File: src/rtl/ipc_pkg.sv
package ipc_pkg;

    localparam int ADDR_W = 10;
    localparam int DATA_W = 32;

    typedef enum logic [2:0] {
        RK_NONE,
        RK_PRIO,
        RK_PEND,
        RK_EN,
        RK_THR,
        RK_CLAIM
    } reg_kind_e;

    typedef struct packed {
        reg_kind_e  kind;
        logic [4:0] idx;
        logic [3:0] ctx;
    } reg_sel_t;

    // Address decode: priorities 0x000-0x07C, pending word 0x080,
    // enables 0x100 + 0x40*ctx, threshold/claim 0x200 + 0x20*ctx.
    function automatic reg_sel_t decode_addr(logic [ADDR_W-1:0] a);
        reg_sel_t s;
        s.kind = RK_NONE;
        s.idx  = a[6:2];
        s.ctx  = '0;
        if (a[1:0] == 2'b00) begin
            if (a[9:7] == 3'b000) begin
                s.kind = RK_PRIO;
            end else if (a[9:2] == 8'h20) begin
                s.kind = RK_PEND;
            end else if (a[9:8] == 2'b01 && a[5:2] == 4'h0) begin
                s.kind = RK_EN;
                s.ctx  = {2'b00, a[7:6]};
            end else if (a[9] && a[4:3] == 2'b00) begin
                s.ctx  = a[8:5];
                s.kind = a[2] ? RK_CLAIM : RK_THR;
            end
        end
        return s;
    endfunction

endpackage

File: src/rtl/irq_gateway.sv
module irq_gateway #(
    parameter int CTX_W = 1
) (
    input  logic             clk,
    input  logic             rst,
    input  logic             req,
    input  logic             claim,
    input  logic [CTX_W-1:0] claim_ctx,
    input  logic             cmpl,
    input  logic [CTX_W-1:0] cmpl_ctx,
    output logic             pend,
    output logic             busy
);

    logic [CTX_W-1:0] owner_q;

    always_ff @(posedge clk) begin
        if (rst) begin
            pend    <= 1'b0;
            busy    <= 1'b0;
            owner_q <= '0;
        end else if (claim) begin
            pend    <= 1'b0;
            busy    <= 1'b1;
            owner_q <= claim_ctx;
        end else if (cmpl && busy && owner_q == cmpl_ctx) begin
            busy <= 1'b0;
        end else if (req && !busy) begin
            pend <= 1'b1;
        end
    end

endmodule

File: src/rtl/ctx_select.sv
module ctx_select #(
    parameter int NUM_SRC = 31,
    parameter int PRIO_W  = 3,
    parameter int ID_W    = 5
) (
    input  logic [NUM_SRC:1]             elig,
    input  logic [NUM_SRC:1][PRIO_W-1:0] prio,
    output logic [ID_W-1:0]              best_id
);

    logic [PRIO_W-1:0] best_p;

    // Scan from the top id down; ">=" lets a lower id take a tie.
    always_comb begin
        best_id = '0;
        best_p  = '0;
        for (int i = NUM_SRC; i >= 1; i--) begin
            if (elig[i] && prio[i] >= best_p) begin
                best_id = ID_W'(i);
                best_p  = prio[i];
            end
        end
    end

endmodule

File: src/rtl/irq_prio_ctrl.sv
module irq_prio_ctrl
    import ipc_pkg::*;
#(
    parameter int NUM_SRC = 31,
    parameter int NUM_CTX = 2,
    parameter int PRIO_W  = 3
) (
    input  logic                clk,
    input  logic                rst,
    input  logic [NUM_SRC-1:0]  irq_req,
    input  logic                bus_valid,
    output logic                bus_ready,
    input  logic                bus_write,
    input  logic [ADDR_W-1:0]   bus_addr,
    input  logic [DATA_W-1:0]   bus_wdata,
    output logic                bus_rvalid,
    output logic [DATA_W-1:0]   bus_rdata,
    output logic [NUM_CTX-1:0]  ext_irq
);

    localparam int ID_W  = $clog2(NUM_SRC + 1);
    localparam int CTX_W = (NUM_CTX > 1) ? $clog2(NUM_CTX) : 1;

    logic [NUM_SRC:1][PRIO_W-1:0]  prio_q;
    logic [NUM_CTX-1:0][NUM_SRC:1] en_q;
    logic [NUM_CTX-1:0][PRIO_W-1:0] thr_q;
    logic [NUM_SRC:1]              pend_vec;
    logic [NUM_SRC:1]              busy_vec;
    logic [NUM_CTX-1:0][NUM_SRC:1] elig;
    logic [NUM_CTX-1:0][ID_W-1:0]  best_id;

    reg_sel_t          sel;
    logic              ctx_ok;
    logic [CTX_W-1:0]  sel_ctx;
    logic              claim_fire;
    logic              cmpl_fire;
    logic [ID_W-1:0]   claim_id;
    logic [DATA_W-1:0] rd_data;

    assign bus_ready  = 1'b1;
    assign sel        = decode_addr(bus_addr);
    assign ctx_ok     = (32'(sel.ctx) < NUM_CTX);
    assign sel_ctx    = sel.ctx[CTX_W-1:0];
    assign claim_fire = bus_valid && !bus_write && sel.kind == RK_CLAIM && ctx_ok;
    assign cmpl_fire  = bus_valid &&  bus_write && sel.kind == RK_CLAIM && ctx_ok;

    // Per-context eligibility and winner
    for (genvar c = 0; c < NUM_CTX; c++) begin : g_ctx
        for (genvar i = 1; i <= NUM_SRC; i++) begin : g_elig
            assign elig[c][i] = pend_vec[i] && en_q[c][i] && (prio_q[i] > thr_q[c]);
        end
        ctx_select #(
            .NUM_SRC (NUM_SRC),
            .PRIO_W  (PRIO_W),
            .ID_W    (ID_W)
        ) u_sel (
            .elig    (elig[c]),
            .prio    (prio_q),
            .best_id (best_id[c])
        );
        assign ext_irq[c] = (best_id[c] != '0);
    end

    always_comb begin
        claim_id = '0;
        for (int c = 0; c < NUM_CTX; c++) begin
            if (sel.ctx == 4'(c)) claim_id = best_id[c];
        end
    end

    // Per-source claim/complete gateways
    for (genvar i = 1; i <= NUM_SRC; i++) begin : g_src
        irq_gateway #(.CTX_W(CTX_W)) u_gw (
            .clk       (clk),
            .rst       (rst),
            .req       (irq_req[i-1]),
            .claim     (claim_fire && claim_id == ID_W'(i)),
            .claim_ctx (sel_ctx),
            .cmpl      (cmpl_fire && bus_wdata == DATA_W'(i)),
            .cmpl_ctx  (sel_ctx),
            .pend      (pend_vec[i]),
            .busy      (busy_vec[i])
        );
    end

    // Configuration writes
    always_ff @(posedge clk) begin
        if (rst) begin
            prio_q <= '0;
            en_q   <= '0;
            thr_q  <= '0;
        end else if (bus_valid && bus_write) begin
            case (sel.kind)
                RK_PRIO: begin
                    for (int i = 1; i <= NUM_SRC; i++) begin
                        if (sel.idx == 5'(i)) prio_q[i] <= bus_wdata[PRIO_W-1:0];
                    end
                end
                RK_EN: begin
                    for (int c = 0; c < NUM_CTX; c++) begin
                        if (sel.ctx == 4'(c)) en_q[c] <= bus_wdata[NUM_SRC:1];
                    end
                end
                RK_THR: begin
                    for (int c = 0; c < NUM_CTX; c++) begin
                        if (sel.ctx == 4'(c)) thr_q[c] <= bus_wdata[PRIO_W-1:0];
                    end
                end
                default: ;
            endcase
        end
    end

    // Read mux
    always_comb begin
        rd_data = '0;
        case (sel.kind)
            RK_PRIO: begin
                for (int i = 1; i <= NUM_SRC; i++) begin
                    if (sel.idx == 5'(i)) rd_data = DATA_W'(prio_q[i]);
                end
            end
            RK_PEND: rd_data[NUM_SRC:1] = pend_vec;
            RK_EN: begin
                for (int c = 0; c < NUM_CTX; c++) begin
                    if (sel.ctx == 4'(c)) rd_data[NUM_SRC:1] = en_q[c];
                end
            end
            RK_THR: begin
                for (int c = 0; c < NUM_CTX; c++) begin
                    if (sel.ctx == 4'(c)) rd_data = DATA_W'(thr_q[c]);
                end
            end
            RK_CLAIM: if (ctx_ok) rd_data = DATA_W'(claim_id);
            default: ;
        endcase
    end

    always_ff @(posedge clk) begin
        if (rst) begin
            bus_rvalid <= 1'b0;
            bus_rdata  <= '0;
        end else begin
            bus_rvalid <= bus_valid && !bus_write;
            if (bus_valid && !bus_write) bus_rdata <= rd_data;
        end
    end

endmodule

File: config.mk
export PLATFORM = sky130hd
export DESIGN_NAME = irq_prio_ctrl
export DESIGN_NICKNAME = d
export VERILOG_FILES = /design/src/rtl/ipc_pkg.sv /design/src/rtl/irq_gateway.sv /design/src/rtl/ctx_select.sv /design/src/rtl/irq_prio_ctrl.sv
export SDC_FILE = /design/constraint.sdc
export NUM_CORES = 1
export LEC_CHECK = 0
export ABC_AREA = 1
export BUFFER_PORTS_ARGS = -buffer_cell sky130_fd_sc_hd__buf_2
export CORE_MARGIN = 3
export CORE_UTILIZATION = 50
export DETAILED_ROUTE_END_ITERATION = 10
export GPL_TIMING_DRIVEN = 1
export PLACE_DENSITY = 0.7
export SLEW_MARGIN = 10
export SYNTH_ARGS = -nofsm -noshare
export SYNTH_HDL_FRONTEND = slang
export SYNTH_SLANG_ARGS = --single-unit
export TNS_END_PERCENT = 50
File: constraint.sdc
create_clock -name clk -period 51.9 [get_ports clk]
set_input_delay 10.38 -clock clk [delete_from_list [all_inputs] [get_ports clk]]
set_output_delay 10.38 -clock clk [all_outputs]
set_load 0.005 [all_outputs]
* After elaboration in Yosys (flattened, before gate mapping)
Index checks and enable logic that the tools add are counted.
** Operators by class
- Bitwise operators :: 31
- Reduce and logical (&&, ||, !) cells :: 516
- Muxes and demuxes :: 235
- Equal/unequal tests :: 132
- Magnitude comparators :: 124
** Operators by type and width (number)
- two-way mux 32 bit :: 30
- equality test 32 x 5 -> 1 bit (second input constant) :: 16
- logical AND 1 bit :: 349
- two-way mux 5 bit :: 65
- equality test 32 x 4 -> 1 bit (second input constant) :: 8
- two-way mux 3 bit :: 68
- > comparator 3 bit :: 62
- >= comparator 3 bit :: 60
- equality test 5 bit (second input constant) :: 32
- case mux 31 bit (5 select lines) :: 1
- equality test 32 x 3 -> 1 bit (second input constant) :: 4
- AND reduction 3 bit :: 35
- equality test 5 x 4 -> 1 bit (second input constant) :: 16
- equality test 32 x 2 -> 1 bit (second input constant) :: 2
- two-way mux 1 bit :: 63
- two-way mux 31 bit :: 2
- AND reduction 2 bit :: 31
- nonzero test 2 bit :: 31
- OR reduction 2 bit :: 31
- equality test 5 x 3 -> 1 bit (second input constant) :: 8
- equality test 32 x 1 -> 1 bit (second input constant) :: 1
- logical NOT 1 bit :: 32
- equality test 1 bit :: 31
- NOT 1 bit :: 31
- 16 further kinds :: 29
** Storage, ports and cells
- Bits of input ports :: 77
- Output and inout port bits :: 36
- Word-level logic and storage cells :: 1168
- Flip-flop bits (word level) :: 287

* Logic depth before layout (Yosys ltp)
- Depth after elaboration :: 99
- Gate-level depth with buffers :: 310
- Depth with buffers taken out :: 309

* Modules after synthesis
From an unflattened synthesis, not the netlist that was laid out.
** Second synthesis, totals
- Cells, all modules :: 3661
- Area total of the unflattened synthesis :: 25430.6 um^2
** By module, submodules not included
- irq_prio_ctrl :: cells each 1887, instances 1, area each 13808.2 um^2, seq. area each 3883.7 um^2
- ctx_select :: cells each 639, instances 2, area each 3852.4 um^2, seq. area each 0.0 um^2
- irq_gateway :: cells each 16, instances 31, area each 126.4 um^2, seq. area each 60.1 um^2

* Least setup slack after synthesis
No wires, ideal clock.
- Kind :: register to output
- Start point :: register thr_q[5] (netlist bit)
- End point :: output ext_irq[1]
- Cell stages (with the launch flop) :: 303
- Required time :: 41.520 ns
- Setup slack :: 12.321 ns
- Arrival time :: 29.199 ns
- Path through :: dfxtp_1 -> inv_1 -> ha_1 -> nand3_1 -> nand2_1 -> inv_2 -> nand2_1 -> nor2_1 -> inv_1 -> ha_1 -> a21oi_1 -> nand3_1 -> nand2_2 -> nand2_1 -> o21ai_0 -> ha_1 -> inv_1 -> nand2_1 -> [267 not listed] -> ha_1 -> nand2_1 -> o211ai_1 -> nand2_1 -> nand2_1 -> o21ai_0 -> ha_1 -> a21oi_1 -> o21ai_0 -> a31oi_1 -> nor2_1 -> inv_1 -> nand2_1 -> nor3_1 -> nand3_1 -> nor2_1 -> a221oi_1 -> nand3_1
** Between the ends
- Cells in the longest elaborated chain, start to end :: 95
** Ends and longest elaborated chain
- from (decl) :: line irq_prio_ctrl.sv:26 : logic [NUM_CTX-1:0][PRIO_W-1:0] thr_q;
- from (signal, indexed assignment) :: line irq_prio_ctrl.sv:106 : if (sel.ctx == 4'(c)) thr_q[c] <= bus_wdata[PRIO_W-1:0];
- > comparator 3 bit :: line irq_prio_ctrl.sv:50 : assign elig[c][i] = pend_vec[i] && en_q[c][i] && (prio_q[i] > thr_q[c]);
- logical AND 1 bit :: line irq_prio_ctrl.sv:50
- logical AND 1 bit :: line ctx_select.sv:18 : if (elig[i] && prio[i] >= best_p) begin
- two-way mux 3 bit :: line ctx_select.sv:18
- >= comparator 3 bit :: line ctx_select.sv:18
- logical AND 1 bit :: line ctx_select.sv:18
- two-way mux 3 bit :: line ctx_select.sv:18
- >= comparator 3 bit :: line ctx_select.sv:18
- [79 not listed]
- two-way mux 3 bit :: line ctx_select.sv:18
- >= comparator 3 bit :: line ctx_select.sv:18
- logical AND 1 bit :: line ctx_select.sv:18
- two-way mux 3 bit :: line ctx_select.sv:18
- >= comparator 3 bit :: line ctx_select.sv:18
- logical AND 1 bit :: line ctx_select.sv:18
- two-way mux 5 bit (*) :: line ctx_select.sv:18
- nonzero test 5 bit (*) :: line irq_prio_ctrl.sv:61 : assign ext_irq[c] = (best_id[c] != '0);
- to (decl) :: line irq_prio_ctrl.sv:18 : output logic [NUM_CTX-1:0] ext_irq
Every way passes the cells marked *; elsewhere a longest branch is shown, timed or not.

* Worst setup path in the final report
- Start point :: register thr_q[4] (netlist bit)
- End point :: output ext_irq[1]
The elaborated chain is that of the path after synthesis.

==> flow_summary_export.csv <==
group,metric,value,unit
run_status,status,"complete, no violations",
detailed_routing,drc,0,
placement,io_buffer_count,111,
clock_tree,cts_root_buf,"clkbuf_16",
power_and_ir_drop,peakVddDrop,0.0235,mV
worst_hold_path,min_path_type,"reg -> reg",
global_routing,grt_overflow_total,0,
logic_synthesis,synthArstFlopShare,0,%
placement,dpl_cell_area,24900,um2
logic_synthesis,postSynthAreaPerCell,6.69,um2
detailed_routing,viasPerCell,5.83,
logic_synthesis,synth_simple_gate_area_share,28.4,%
setup_path,arrival,33.92,ns
timing,slew_viol_final,0,
cells_and_area,final_area,25900,um2
power_and_ir_drop,p_leak,11.6,nW
clock_tree,cts_tree,"built",
detailed_routing,drt-initial-drc-count,2392,
cells_and_area,final_common_cell,"nand2_1",
global_routing,grt_pass1_vias,22811,
cells_and_area,nNetsFinal,3999,
timing,finalSetupViolCount,0,
placement,placed_cells,4207,
logic_synthesis,synth_top_family_by_area,"simple AND/OR/NAND/NOR gates",
floorplan,fp.dieW,224,um
setup_path,cp-end-kind,"output pin",
timing,final-hold-violation-count,0,
setup_path,critical-path-max-stage-delay,0.58,ns
cells_and_area,final_cell_mix,"636 x nand2_1, 452 x inv_1, 410 x o21ai_0",
logic_synthesis,synth_xor_area_share,0.441,%
placement,gp_congestion,1.01,
logic_synthesis,netlist_instances,3562,
placement,place_ws,8.55,ns
power_and_ir_drop,power.density,19.2,nW/um2
setup_path,crit_fanout,16,
logic_synthesis,synth-seq-cells,287,
timing,tightestPinTransition,1.17,ns
setup_path,cp.required,41.52,ns
clock_tree,clkLatencyLatePin,0.56,ns
detailed_routing,routedWlPerCell,19.5,um
setup_path,crit_top_cell,"nand2_2",
global_routing,grt_pass1_wl,128,mm
logic_synthesis,syn_area,23800,um2
clock_tree,clockBufferDepth,3,
detailed_routing,routed_wl,83.0,mm
placement,post-dp-hpwl,61.3,mm
setup_path,worstSetupPathType,"reg -> out",
floorplan,start_util,50.9,%
cells_and_area,post-route-util,55.3,%
global_routing,grt_max_degree,134,
clock_tree,ctsResizeCount,0,
setup_path,crit_slowest_cell,"inv_1",
logic_synthesis,synthAdderAreaFrac,15.0,%
clock_tree,holdBufCountCts,0,
detailed_routing,ant_nets,0,
logic_synthesis,ys.flop_type,"dfxtp_1",
timing,fmax,0.0226,GHz
clock_tree,cts_setup_buffers,0,
run,maxCapViolCount,0,
logic_synthesis,yosysWarningCount,0,
clock_tree,cts_buffers,35,
floorplan,dieArea,50300,um2
clock_tree,cts_max_level,2,
detailed_routing,vias,24882,
timing,fin_crit_sh,85.4,%
logic_synthesis,synth_seq_area_share,24.1,%
logic_synthesis,synth_mux_area_share,0,%
cells_and_area,layout.cells.non_filler,4265,
clock_tree,clk_pin_slew_worst_paths,0.06,ns
cells_and_area,drive_above_1_share,11.9,%
cells_and_area,fill_cells,4753,
timing,fin_skew,0.0290,ns
global_routing,grt_usage,32.2,%
timing,max-slew-margin-rel,22.2,%
logic_synthesis,synth-compound-area-share,22.6,%
floorplan,core-area,46900,um2
logic_synthesis,ys_types,67,
timing,setup_ws,7.60,ns
floorplan,num_rows,79,
timing,rsz0062_at_grt,"no",
cells_and_area,area_growth,8.76,%
timing,whs,0.461,ns
floorplan,dieHeight,224,um
clock_tree,cts.sinks,287,
floorplan,io_pins,113,
timing,fin_setup_tns,0,ns
logic_synthesis,syn-num-nets,3924,
global_routing,antenna_found_initial,1,
setup_path,cp-start-kind,"flip-flop",
timing,min_period,44.30,ns
logic_synthesis,synth_edf_count,0,
detailed_routing,drtPass1Iterations,6,
power_and_ir_drop,p_total,497,uW
[state kept, by name, summed over array words and instances (netlist names)]
signal	cells
g_src.u_gw.pend	31
g_src.u_gw.owner_q	31
prio_q	93
en_q	62
bus_rvalid	1
bus_rdata	32
g_src.u_gw.busy	31
thr_q	6
[cell type report]
type / count / area [um2] / share of cell area, %
diodes: 2 / 5.00 / 0.0193
clock buffers: 45 / 953 / 3.68
clock inverters: 11 / 120 / 0.463
inverters: 468 / 1770 / 6.81
multi-input cells: 2712 / 15900 / 61.2
flip-flops and latches: 287 / 5750 / 22.2
well taps: 607 / 759 / 2.93
repair buffers: 133 / 721 / 2.78
[cell usage after synthesis (6+ instances only)]
cell type        n  share of area, %
a21oi_1        333               7.0
buf_4            8              0.25
a221oi_1         7              0.26
inv_2            9              0.14
o21ai_0        410               8.6
nor3_1          20              0.42
a22o_1          17              0.62
o21ai_1         13              0.27
nand4_2         10              0.52
a22oi_1          8              0.25
o22ai_1         35              0.92
o41ai_1         16              0.59
nor2_1         297               4.7
nor4_1          10              0.26
ha_1           285                15
a211oi_1        34               1.1
dlygate4sd3_1    7              0.29
xor2_1          10              0.37
a311oi_1        30               1.1
nand3_1        219               4.6
clkbuf_1        67               1.1
o221ai_1         8              0.29
nand4_1         41               1.1
nand3_2         22              0.92
o31ai_1          6              0.19
o211ai_1        10              0.31
nand2_1        638                10
nand2_2        165               4.3
buf_6            6              0.28
dfxtp_1        287                24
nand2_4         14              0.66
inv_1          452               7.1
[where the power goes]
part / internal, mW / switching, mW / leakage [nW]
clock network: 0.139 / 0.103 / 0.533
registers: 0.222 / 0.00410 / 2.32
logic: 0.00745 / 0.0204 / 8.73
[routing by layer]
layer  wire length, um  track usage (%)
met4              3820             13.8
met5                 0                0
met2             34500             48.7
met3              8400             6.45
met1             36200             44.6
[final timing paths]
path | start | to | slack [ns] | cells after the start
worst min register to register | bus_rdata[30] | bus_rdata[30] | 0.46 | 2
worst max-delay path | thr_q[4] | ext_irq[1] | 7.60 | 298
worst min-delay path | bus_rdata[30] | bus_rdata[30] | 0.46 | 2
worst max register to register | thr_q[4] | g_src[26].u_gw.owner_q | 17.48 | 304
[critical path, delay by kind of cell (launching register included)]
kind	cells	cell delay, ns
AOI/OAI and AO/OA	60	8.32
adders and majority gates	31	8.99
and+or+nand+nor	150	11.60
DFF	1	0.30
buffers and inverters	57	3.93
[cells by family after synthesis]
logic type / Yosys count
XOR/XNOR: 12
other: 1
AO/OA/AOI/OAI: 957
flip-flops: 287
buffers and inverters: 563
AND/OR/NAND/NOR: 1457
adder cells (fa/ha/maj): 285
Power figures use the tool's default switching activity.
